`src/rtl/casc_sum.sv`:
```
module casc_sum #(
  parameter int NCH = 4,
  parameter int SW  = 18,
  parameter int OW  = 18,
  parameter int SHW = 2
) (
  input  logic              clk,
  input  logic              rst_n,
  input  logic              in_vld,
  input  logic              in_is_q,
  input  logic [NCH*SW-1:0] ch_data,
  input  logic [OW-1:0]     casc_in,
  input  logic              casc_q,
  input  logic              casc_mask,
  input  logic              cfg_complex,
  input  logic [SHW-1:0]    cfg_shift,
  input  logic              cfg_wrap,
  input  logic              cfg_offbin,
  input  logic              out_en,
  output logic [OW-1:0]     out_bus,
  output logic              out_q,
  output logic              out_drive
);
  localparam int XW = (SW > OW) ? SW : OW;
  localparam int AW = XW + $clog2(NCH + 1);
  localparam logic signed [AW-1:0] MAXV = {{(AW-OW+1){1'b0}}, {(OW-1){1'b1}}};
  localparam logic signed [AW-1:0] MINV = {{(AW-OW+1){1'b1}}, {(OW-1){1'b0}}};

  logic              casc_use;
  logic signed [AW-1:0] acc, scaled;
  logic [OW-1:0]     ranged, fmt, res_q;
  logic              too_hi, too_lo;

  assign casc_use = !casc_mask && (!cfg_complex || (casc_q == in_is_q));

  always_comb begin
    acc = casc_use ? {{(AW-OW){casc_in[OW-1]}}, casc_in} : '0;
    for (int k = 0; k < NCH; k++)
      acc = acc + {{(AW-SW){ch_data[k*SW+SW-1]}}, ch_data[k*SW +: SW]};
  end

  assign scaled = acc >>> cfg_shift;
  assign too_hi = scaled > MAXV;
  assign too_lo = scaled < MINV;

  always_comb begin
    if (too_hi && !cfg_wrap)      ranged = MAXV[OW-1:0];
    else if (too_lo && !cfg_wrap) ranged = MINV[OW-1:0];
    else                          ranged = scaled[OW-1:0];
  end

  assign fmt = ranged ^ {cfg_offbin, {(OW-1){1'b0}}};

  always_ff @(posedge clk or negedge rst_n) begin
    if (!rst_n) begin
      res_q <= '0;
      out_q <= 1'b0;
    end else if (in_vld) begin
      res_q <= fmt;
      out_q <= cfg_complex && in_is_q;
    end
  end

  assign out_bus   = out_en ? res_q : '0;
  assign out_drive = out_en;

  assert_hold_R10: assert property (@(posedge clk) disable iff (!rst_n)
    !in_vld |=> ($stable(res_q) && $stable(out_q)));

  assert_real_noq_R8: assert property (@(posedge clk) disable iff (!rst_n)
    (in_vld && !cfg_complex) |=> !out_q);

  assert_cplx_tag_R8: assert property (@(posedge clk) disable iff (!rst_n)
    (in_vld && cfg_complex) |=> (out_q == $past(in_is_q)));

  assert_clip_hi_R5: assert property (@(posedge clk) disable iff (!rst_n)
    (in_vld && !cfg_wrap && !cfg_offbin && too_hi) |=> (res_q == MAXV[OW-1:0]));

  assert_clip_lo_R5: assert property (@(posedge clk) disable iff (!rst_n)
    (in_vld && !cfg_wrap && !cfg_offbin && too_lo) |=> (res_q == MINV[OW-1:0]));

  assert_gate_R11: assert property (@(posedge clk) disable iff (!rst_n)
    !out_en |-> (out_bus == '0 && !out_drive));
endmodule

```
`config.mk`:
```
export PLATFORM = sky130hd
export DESIGN_NAME = casc_sum
export DESIGN_NICKNAME = d
export VERILOG_FILES = /design/src/rtl/casc_sum.sv
export SDC_FILE = /design/constraint.sdc
export NUM_CORES = 1
export LEC_CHECK = 0
export BUFFER_PORTS_ARGS = -buffer_cell sky130_fd_sc_hd__buf_2
export CAP_MARGIN = 20
export CELL_PAD_IN_SITES_DETAIL_PLACEMENT = 1
export CELL_PAD_IN_SITES_GLOBAL_PLACEMENT = 1
export CORE_MARGIN = 1
export CORE_UTILIZATION = 40
export DETAILED_ROUTE_END_ITERATION = 10
export PLACE_DENSITY = 0.82
export SETUP_SLACK_MARGIN = 0.15
export SLEW_MARGIN = 15
export SYNTH_ARGS = -nofsm -noshare
export SYNTH_HDL_FRONTEND = slang
export SYNTH_SLANG_ARGS = --single-unit
```
`constraint.sdc`:
```
create_clock -name clk -period 1.2 [get_ports clk]
set_input_delay 0.06 -clock clk [delete_from_list [all_inputs] [get_ports clk]]
set_output_delay 0.06 -clock clk [all_outputs]
set_load 0.005 [all_outputs]
```
# --- Yosys cells after proc, flatten, opt, wreduce, memory -nomap -nowiden ---
# Cells that the tools add are included.
totals:
  register_bits: 19
op_classes:
  eq_ne: 1
  n_addsub: 4
  n_shift: 1
  order_cmp: 2
  n_reduce_logical: 8
  mux: 4
  bitwise_logic: 1
op_table:
  columns: ["op", "n"]
  rows:
  - ["$add A21 B21 Y21", 4]
  - ["$mux W18", 3]
  - ["$gt A21 B18 Y1 const B", 1]
  - ["$lt A21 B18 Y1 const B", 1]
  - ["$mux W21", 1]
  - ["$sshr A21 B2 Y21", 1]
  - ["$xor A18 B18 Y18", 1]
  - ["$logic_and A1 B1 Y1", 4]
  - ["$logic_not A1 Y1", 3]
  - ["$eq A1 B1 Y1", 1]
  - ["$logic_or A1 B1 Y1", 1]

# --- Depth between registers and ports, before layout ---
logic_depth:
  word_depth: 14
  ltp_mapped: 18
  ltp_nobuf: 16

# --- Least setup slack after synthesis ---
# OpenSTA, ideal clock, no wires.
synth_path:
  path_type: "input-to-reg"
  startpoint: "in ch_data[1]"
  endpoint: "reg res_q[14]"
  setup_ns: 0.131
  path_buffers: 1
  setup_slack_ns: -3.044
  stages: 16
  t_arrival_ns: 4.113
  cell_sequence: "inv_1 > fa_1 > fa_1 > fa_1 > inv_1 > ha_1 > fa_1 > a211oi_2 > o21ai_2 > a2111oi_2 > mux2_2 > nor2_1 > a21o_1 > a211oi_2 > buf_6 > o22ai_2"
synth_via:
  elab_chain_len: 10
synth_rtl:
  columns: ["element", "line", "rtl"]
  rows:
  - ["from (decl)", "11", "input logic [NCH*SW-1:0] ch_data,"]
  - ["$add A21 B21 Y21 * (4 in a row)", "39", "acc = acc + {{(AW-SW){ch_data[k*SW+SW-1]}}, ch_data[k*SW +: SW]};"]
  - ["$sshr A21 B2 Y21 *", "42", "assign scaled = acc >>> cfg_shift;"]
  - ["$lt A21 B18 Y1", "44", "assign too_lo = scaled < MINV;"]
  - ["$logic_and A1 B1 Y1", "48", "else if (too_lo && !cfg_wrap) ranged = MINV[OW-1:0];"]
  - ["$mux W18", "48", null]
  - ["$mux W18 *", "47", "if (too_hi && !cfg_wrap) ranged = MAXV[OW-1:0];"]
  - ["$xor A18 B18 Y18 *", "52", "assign fmt = ranged ^ {cfg_offbin, {(OW-1){1'b0}}};"]
  - ["to (signal assigned)", "59", "res_q <= fmt;"]
  - ["to (decl)", "31", "logic [OW-1:0] ranged, fmt, res_q;"]
# Mark *: on every way between the ends. The rest lies on a longest branch, timed or not.
# A chain may end at the register's enable or synchronous reset.

# --- Final worst setup path ---
layout_path:
  startpoint: "in ch_data[16]"
  endpoint: "reg res_q[9]"
# The elaborated chain is that of the path after synthesis.

==> results.json <==
{
  "die-area_um2": 11600,
  "initial_core_util_pct": 41.2,
  "drtIter0Drc": 142,
  "ys.flop_type": "dfrtp_1",
  "slowest_stage": "fa_1",
  "layout_min_cycle_time_ps": 4140,
  "ys_types": 69,
  "p_leak_nw": 3.44,
  "grt_pass1_vias": 5276,
  "power.total_mw": 18.2,
  "critPathRequiredTime_ps": 1370,
  "path_buf_inv": 6,
  "maxCapViolations": 0,
  "slowest_delay_ps": 550,
  "hp-class": "in2reg",
  "yosysWarnings": 0,
  "wire_per_inst_um": 18.8,
  "crit_chain": "buf_2, inv_1, fa_1, fa_1, fa_1, inv_1, ha_1, o21ai_0, nor2_2, nor4b_2, a21oi_2, xnor2_1, buf_4, a221oi_4, a211oi_4, buf_6, buf_12, o22ai_4",
  "cts-root-buf": "clkbuf_8",
  "grt.overflow.total": 0,
  "vias": 4804,
  "clockBufferDepth": 2,
  "dr.pass1.iters": 4,
  "crit_family": "adder cells",
  "area_growth_pct": 50.6,
  "antenna_found_initial": 0,
  "synth_area_um2": 4460,
  "synth_top_area_share_pct": 25.1,
  "arrival_ps": 4310,
  "final_cell_mix": "inv_1 (132), buf_2 (118), buf_4 (95)",
  "clk_pin_slew_ps": 70,
  "synth_fp_nets": 720,
  "grtUsageTotal_pct": 27.5,
  "final_area_um2": 6720,
  "die_x_um": 108,
  "hold_viol": 0,
  "status": "finished, violations left",
  "synth.avg_cell_area_um2": 8.25,
  "crit_path_frequent_cell": "fa_1",
  "routed_wl_um": 16900,
  "syn_inst": 541,
  "rsz0062_at_grt": "true",
  "placed_area_um2": 5970,
  "setup_viol": 18,
  "final_layout_size_suffix_gt1_share_pct": 45.0,
  "finalCritPeriodShare_pct": 345,
  "nets": 936,
  "slew_violations": 0,
  "startpoint_type": "input port",
  "yosysSeqAreaShare_pct": 10.7,
  "finClkSkew_ps": 0,
  "powerDensity_nw_per_um2": 2710,
  "layout_commonest_cell": "inv_1",
  "io_pins": 122,
  "fp-row-count": 38,
  "die_h_um": 108,
  "core_um2": 10800,
  "place_congestion": 0.836,
  "ys_seq_elements": 19,
  "ys_top_cells_by_area": "fa_1 (25%), inv_1 (12%), dfrtp_1 (11%)",
  "cts_tree": "done",
  "fin_util_pct": 62.0,
  "worstMarginPinSlew_ps": 468,
  "cts.sinks": 19,
  "grt_pass1_wl_um": 25000,
  "ys_async_sr_fraction_pct": 100,
  "fmax_mhz": 242,
  "ant_nets": 0,
  "numCtsBuffers": 3,
  "io_buffers": 121,
  "via_per_inst": 5.36,
  "clk_latency_ps": 260,
  "slew_headroom_pct": 68.7,
  "vdd_ir_drop_max_mv": 1.06,
  "path_class": "in2reg",
  "cp-end-kind": "register",
  "diodes": 0,
  "dp_hpwl_um": 11600,
  "grt_max_degree": 31,
  "synth_edf_count": 0,
  "fin_ws_ps": -2940,
  "violations": "negative setup slack",
  "htreeDepth": 1,
  "drc": 0,
  "cp_max_fo": 5,
  "synth.largest_area_cell": "fa_1"
}
[power by group]
group	switching [mW]	internal (mW)	leakage, nW
sequential	0.207	0.944	0.206
clock	0.232	0.232	0.0255
combinational	8.52	8.06	3.20
[Yosys cell counts, types with 3 or more instances]
master	number
a211oi_1	5
a211oi_2	4
a21o_1	8
a21oi_1	17
a21oi_2	5
a31oi_1	3
and2_1	23
buf_1	3
buf_6	3
clkbuf_1	8
dfrtp_1	19
fa_1	56
ha_1	21
inv_1	144
mux2_2	4
mux2i_1	6
mux4_2	5
nand2_1	40
nand2b_1	4
nand3_1	6
nand4_1	3
nor2_1	36
nor3_1	3
o211ai_1	3
o211ai_2	3
o21ai_0	21
o21ai_2	3
o22ai_1	11
o22ai_2	7
o32ai_1	3
or3_1	3
xnor2_1	9
xor2_1	10
[logic make-up after synthesis]
| logic type | Yosys count | share of synthesized area, % |
|---|---|---|
| compound gates | 116 | 20.3 |
| xor+xnor | 19 | 3.73 |
| fa+ha+maj | 77 | 31.0 |
| buf+inv | 163 | 14.4 |
| flops | 19 | 10.7 |
| mux | 15 | 4.88 |
| simple gates | 132 | 15.0 |
[state kept, by name (all words and copies together), names as in the netlist]
register  cells
out_q         1
res_q        18
[repair_timing]
action | CTS | global route
gates cloned | 2 | 0
setup endpoints to repair | 18 | 20
pin swaps | 25 | 47
hold buffers | 1 | 0
resized for setup | 50 | 39
setup buffers | 8 | 11
hold endpoints to repair | 19 | 0
[through the flow]
step	cells	setup slack, ps	hold WS, ps	setup TNS, ps
floorplan	541	-2840	-236	-49500
global placement	870	-3020	14.2	-54060
detailed placement	870	-3190	22.5	-56350
CTS	885	-2760	87.9	-49390
global route	896	-3010	126	-53360
finish	896	-2940	75.1	-51810
[metal layers]
metal | global-route usage, % | vias to the layer above | part of all wire, %
li1 | - | 2165 | -
met1 | 29.3 | 2392 | 36
met2 | 54.9 | 180 | 56
met3 | 1.82 | 67 | 3.4
met4 | 11.9 | 0 | 4.7
met5 | 0 | - | 0
[final timing paths]
check | endpoint | slack (ps) | cells past startpoint | startpoint
max | res_q[9] | -2940 | 18 | ch_data[16]
min | out_q | 80 | 3 | in_is_q
max reg2reg | res_q[14] | -60 | 4 | res_q[14]
min reg2reg | res_q[17] | 520 | 2 | res_q[17]
max in group asynchronous | out_q | 630 | 2 | rst_n
min in group asynchronous | res_q[0] | 260 | 2 | rst_n
[layout make-up]
type,instances,area (µm²)
Multi-Input combinational cell,359,3900
Sequential cell,19,475
Fill cell,1313,4120
Tap cell,140,175
Clock inverter,1,5.00
Clock buffer,3,41.3
Inverter,146,558
Timing Repair Buffer,228,1560
[worst reg2reg max path, stage by stage (launching register included)]
cell,delay (ps)
dfrtp_1,340
nor2_1,70
a2111oi_0,400
o21ai_1,230
o22ai_4,150
No activity file was read; power rests on OpenSTA's default activity.
